**config.mk**
```make
export PLATFORM = sky130hd
export DESIGN_NAME = adc_autoseq
export DESIGN_NICKNAME = d
export VERILOG_FILES = /design/src/rtl/adc_autoseq.sv
export SDC_FILE = /design/constraint.sdc
export NUM_CORES = 1
export LEC_CHECK = 0
export BUFFER_PORTS_ARGS = -buffer_cell sky130_fd_sc_hd__buf_2
export CORE_AREA = 2 2 182 184
export DETAILED_ROUTE_END_ITERATION = 12
export DIE_AREA = 0 0 184 186
export RECOVER_POWER = 25
export SLEW_MARGIN = 20
export SYNTH_ARGS = -nofsm -noshare
export SYNTH_HDL_FRONTEND = slang
export SYNTH_SLANG_ARGS = --single-unit
```
**constraint.sdc**
```tcl
create_clock -name clk -period 3.4 [get_ports clk]
set_input_delay 0.34 -clock clk [delete_from_list [all_inputs] [get_ports clk]]
set_output_delay 0.34 -clock clk [all_outputs]
set_load 0.01 [all_outputs]
```
**src/rtl/adc_autoseq.sv**
```systemverilog
module adc_autoseq #(
  parameter int SLOTS_PER_SEQ = 8,
  parameter int CH_W          = 4,
  parameter int DATA_W        = 12,
  parameter int ACQ_W         = 4
) (
  input  logic                      clk,
  input  logic                      rst_n,
  input  logic                      cascade,
  input  logic [1:0]                stop_start,
  input  logic [1:0]                irq_alt,
  input  logic [$clog2(2*SLOTS_PER_SEQ)-1:0] last_slot1,
  input  logic [$clog2(SLOTS_PER_SEQ)-1:0]   last_slot2,
  input  logic [2*SLOTS_PER_SEQ*CH_W-1:0]    slot_chan,
  input  logic [ACQ_W-1:0]          acq_len,
  input  logic [1:0]                sw_start,
  input  logic                      ev_a,
  input  logic                      ev_b,
  input  logic [1:0]                seq_clear,
  output logic                      conv_start,
  input  logic                      conv_done,
  input  logic [DATA_W-1:0]         conv_data,
  output logic [CH_W-1:0]           mux_sel,
  output logic                      sample_hold,
  output logic [2*SLOTS_PER_SEQ*DATA_W-1:0]  results,
  output logic [1:0]                irq,
  output logic [1:0]                ovf,
  output logic [1:0]                busy
);
  localparam int SLOTS  = 2 * SLOTS_PER_SEQ;
  localparam int HALF_W = $clog2(SLOTS_PER_SEQ);
  localparam int PTR_W  = HALF_W + 1;

  typedef enum logic [1:0] {IDLE, ACQ, CONV} st_t;

  st_t               st;
  logic              cur;
  logic [PTR_W-1:0]  ptr0, rptr, cnt;
  logic [HALF_W-1:0] ptr1;
  logic [ACQ_W-1:0]  acq_cnt;
  logic [1:0]        req, ovf_q, irq_q, half_q;
  logic [DATA_W-1:0] res [SLOTS];

  logic [1:0]       trig;
  logic [PTR_W-1:0] slot, last, rnext_raw, rnext;
  logic             wide;

  assign trig[0]   = sw_start[0] | ev_a | (cascade & ev_b);
  assign trig[1]   = ~cascade & (sw_start[1] | ev_b);
  assign wide      = cascade & ~cur;
  assign slot      = cur ? {1'b1, rptr[HALF_W-1:0]} : rptr;
  assign last      = cur ? {1'b0, last_slot2}
                   : (cascade ? last_slot1 : {1'b0, last_slot1[HALF_W-1:0]});
  assign rnext_raw = rptr + 1'b1;
  assign rnext     = wide ? rnext_raw : {1'b0, rnext_raw[HALF_W-1:0]};

  assign mux_sel     = slot_chan[slot*CH_W +: CH_W];
  assign sample_hold = (st == ACQ);
  assign conv_start  = (st == ACQ) && (acq_cnt == acq_len);
  assign irq         = irq_q;
  assign ovf         = ovf_q;
  assign busy[0]     = req[0] | ((st != IDLE) & ~cur);
  assign busy[1]     = req[1] | ((st != IDLE) &  cur);

  for (genvar g = 0; g < SLOTS; g++) begin : g_res
    assign results[g*DATA_W +: DATA_W] = res[g];
  end

  always_ff @(posedge clk or negedge rst_n) begin
    if (!rst_n) begin
      st <= IDLE; cur <= 1'b0;
      ptr0 <= '0; ptr1 <= '0; rptr <= '0; cnt <= '0; acq_cnt <= '0;
      req <= '0; ovf_q <= '0; irq_q <= '0; half_q <= '0;
      for (int i = 0; i < SLOTS; i++) res[i] <= '0;
    end else begin
      irq_q <= '0;
      for (int s = 0; s < 2; s++)
        if (trig[s]) begin
          if (req[s]) ovf_q[s] <= 1'b1;
          else        req[s]   <= 1'b1;
        end
      case (st)
        IDLE: if (req[0] || req[1]) begin
          st <= ACQ; cnt <= '0; acq_cnt <= '0;
          cur <= ~req[0];
          if (req[0]) begin
            rptr <= cascade ? ptr0 : {1'b0, ptr0[HALF_W-1:0]};
            req[0] <= trig[0]; ovf_q[0] <= ovf_q[0];
          end else begin
            rptr <= {1'b0, ptr1};
            req[1] <= trig[1]; ovf_q[1] <= ovf_q[1];
          end
        end
        ACQ: begin
          if (acq_cnt == acq_len) st <= CONV;
          else acq_cnt <= acq_cnt + 1'b1;
        end
        CONV: if (conv_done) begin
          res[slot] <= conv_data;
          if (cnt == last) begin
            st <= IDLE;
            if (cur) ptr1 <= stop_start[1] ? rnext[HALF_W-1:0] : '0;
            else     ptr0 <= stop_start[0] ? rnext : '0;
            if (irq_alt[cur]) begin
              irq_q[cur]  <= half_q[cur];
              half_q[cur] <= ~half_q[cur];
            end else begin
              irq_q[cur]  <= 1'b1;
              half_q[cur] <= 1'b0;
            end
          end else begin
            st <= ACQ; acq_cnt <= '0;
            cnt <= cnt + 1'b1; rptr <= rnext;
          end
        end
        default: st <= IDLE;
      endcase
      if (seq_clear[0] && !((st != IDLE) && !cur)) begin
        ptr0 <= '0; req[0] <= 1'b0; ovf_q[0] <= 1'b0; half_q[0] <= 1'b0;
      end
      if (seq_clear[1] && !((st != IDLE) && cur)) begin
        ptr1 <= '0; req[1] <= 1'b0; ovf_q[1] <= 1'b0; half_q[1] <= 1'b0;
      end
    end
  end

  assert_single_start_R6: assert property (@(posedge clk) disable iff (!rst_n)
    conv_start |=> !conv_start);
  assert_mux_steady_R6: assert property (@(posedge clk) disable iff (!rst_n)
    (sample_hold && $past(sample_hold)) |-> $stable(mux_sel));
  assert_irq_onehot_R10: assert property (@(posedge clk) disable iff (!rst_n)
    $onehot0(irq));
  assert_irq_after_done_R10: assert property (@(posedge clk) disable iff (!rst_n)
    (irq != 2'b00) |-> $past(conv_done));
  assert_ovf_sticky0_R11: assert property (@(posedge clk) disable iff (!rst_n)
    (ovf[0] && !seq_clear[0]) |=> ovf[0]);
  assert_ovf_sticky1_R11: assert property (@(posedge clk) disable iff (!rst_n)
    (ovf[1] && !seq_clear[1]) |=> ovf[1]);
  assert_ovf_when_busy_R11: assert property (@(posedge clk) disable iff (!rst_n)
    $rose(ovf[0]) |-> $past(busy[0]));
endmodule

```
==> results.yml <==
yosys:
  syn_area_mm2: 0.009530
  synth_seq_area_share_pct: 58.29
  avgSynthCellArea_um2: 14.98
  yosysTopAreaCellShare_pct: 58.29
  yosysUniqueCellTypes: 46
  netlist_top_cells_area: "dfrtp_1 58%, mux2_2 22%, mux4_2 4.7%, mux2i_1 2.1%, buf_6 1.1%"
  synth_fp_nets: 743
  synthFlopType: "dfrtp_1"
  ys_ff_latch: 222
  synth.yosys.warnings: 0
  synth.most_common_cell: "dfrtp_1"
  async_reset_ff_share_pct: 100.0
  synth_top_cell_by_area: "dfrtp_1"
  synth-edff-count: 0
  netlist_instances: 636
  ys_top_cells_by_count: "222 x dfrtp_1, 186 x mux2_2, 26 x nand2_1"
worst_setup_path:
  reg2reg_from: "cur"
  crit_fanout: 13
  critPathLaunch: "rptr[0]"
  worstPathArrival_ns: 2.54
  ff2ff_setup_slack_ns: 0.96
  crit_path_end_kind: "output pin"
  crit_type: "reg2out"
  cp.required_ns: 3.06
  start_kind: "flip-flop"
routing:
  ant_nets: 0
  vias_per_cell: 4.684
  vias: 6370
  post_drt_wl_per_cell_um: 18.91
  drc_errors: 0
  drt_pass1_iterations: 4
  drt-initial-drc-count: 234
  finalWirelength_um: 25710
timing:
  fin_crit_sh_pct: 84.79
  clock_skew_ns: 0.007782
  setup_viol: 0
  grt_setup_unrepaired: "false"
  worstMarginPinSlew_ns: 2.503
  final.setup.tns_ns: 0
  hold_viol: 0
  drv_slew: 94
  relSlewSlack_pct: -66.87
  setup_ws_ns: 0.5171
  fmax_ghz: 0.3469
  finalCriticalPeriod_ns: 2.883
die:
  num_rows: 66
  initial_utilization_pct: 29.59
  coreArea_mm2: 0.03221
  dieArea_mm2: 0.03422
  chipHeight_um: 186
  fp.dieW_um: 184
  ios: 305
power_and_ir_drop:
  p_total_mw: 7.505
  powerDensity_mw_per_mm2: 614.3
  vdd_drop_max_uv: 435.7
  power_leakage_nw: 6.781
run:
  maxCapViolCount: 1
cts:
  clock-root-buffer: "clkbuf_16"
  clock_sinks: 222
  cts_tree: "done"
  clk_latency_ns: 0.53
  cts_setup_buffers: 0
  cts_buffer_depth: 3
  h-tree-depth: 1
  clk_pin_slew_ns: 0.05
  cts_buffers: 27
global_route:
  grt_use_total_pct: 14.66
  grt_pass1_wl_um: 38590
  antenna_found_initial: 1
  grt_max_degree: 96
  grt_overflow_total: 0
  grt_pass1_vias: 6552
min_path:
  hold_path.class: "in2reg"
  min_from: "seq_clear[1]"
placement:
  dpl.hpwl_um: 18710
  place_area_mm2: 0.01142
  pre_cts_ws_ns: 0.9011
  portBuffers: 304
  gp_congestion: 0.7827
layout:
  antennaDiodeCount: 0
  fin_nets: 1046
  utilization_pct: 37.93
  drive_gt1_share_pct: 59.24
  stdcell_area_mm2: 0.01222
  area_growth_pct: 28.19
  fill_cells: 3109
run_status:
  violations: "max-capacitance violations, max-slew violations"
  status: "complete, but fails checks"
==> routing by layer <==
layer | up-vias | global-route usage [%] | wire (µm)
met4 | 0 | 3.200 | 422
met3 | 34 | 4.794 | 2287
met1 | 3216 | 18.19 | 10820
li1 | 2876 | - | -
met2 | 244 | 24.88 | 12180
met5 | - | 0 | 0
==> path summary, 6_finish.rpt <==
kind,endpoint,cells after the start
setup / recovery,mux_sel[3],4
hold / removal,req[1],2
setup reg to reg,results[103],4
hold reg to reg,results[149],1
max in group asynchronous,results[29],2
min in group asynchronous,acq_cnt[1],2
==> final cells by class <==
type / count / area [µm²] / area share, %
repair buffers: 312 / 1614 / 13.21
well taps: 408 / 510.5 / 4.179
clock buffers: 39 / 780.7 / 6.391
clock inverters: 3 / 18.77 / 0.1536
inverters: 9 / 33.78 / 0.2765
multi-input cells: 367 / 3704 / 30.32
flip-flops and latches: 222 / 5555 / 45.47
==> state kept, by name (all words and copies together) (netlist names) <==
register and flops:
results 192, ptr0 4, ovf 2, half_q 2, cnt 4, irq 2, ptr1 3, acq_cnt 4
st 2, cur 1, rptr 4, req 2
==> placed cells by master (no fill, tap or decap), types with 6 or more instances in the layout <==
cell and instances:
xor2_1 6, nand2b_1 7, nand2_1 26, mux4_2 20, inv_1 9, clkbuf_8 6, clkbuf_1 14, ha_1 6
mux2i_1 20, a21oi_1 7, buf_2 295, clkbuf_16 27, nand3_1 12, dfrtp_1 222, nor2_1 14, mux2_2 186
==> report_power, final <==
group	internal [mW]	switching, mW
Clock	1.56	1.06
Combinational	0.842	0.851
Sequential	2.93	0.257
Total	5.33	2.17
==> metrics by stage <==
stage | std cells | hold WS, ns
after CTS | 1360 | 0.008005
after floorplan | 636 | 0.04441
after global placement | 1316 | 0.4212
after detailed placement | 1316 | 0.4174
after global routing | 1360 | 0.01645
final | 1360 | 0.03260
==> logic make-up (layout without fill, tap and decap cells) <==
kind of cell | after synthesis | after routing | share of synthesized area [%]
AND/OR/NAND/NOR | 85 | 85 | 4.831
multiplexers | 234 | 234 | 29.95
AO/OA/AOI/OAI | 32 | 32 | 2.376
adder cells (fa/ha/maj) | 6 | 6 | 0.7877
buffers and inverters | 47 | 363 | 2.849
flip-flops | 222 | 222 | 58.29
XOR/XNOR | 10 | 10 | 0.9190
==> critical path: stages, from the launching register on <==
cell     delay (ns)
dfrtp_1        0.62
buf_12         0.22
mux4_2         0.51
mux4_2         0.50
buf_2          0.16
==> timing repair <==
item | 4_1_cts | 5_1_grt
resized for setup | 0 | 0
hold buffers | 2 | 0
hold endpoints to repair | 94 | 0
No activity file was read; power rests on OpenSTA's default activity.
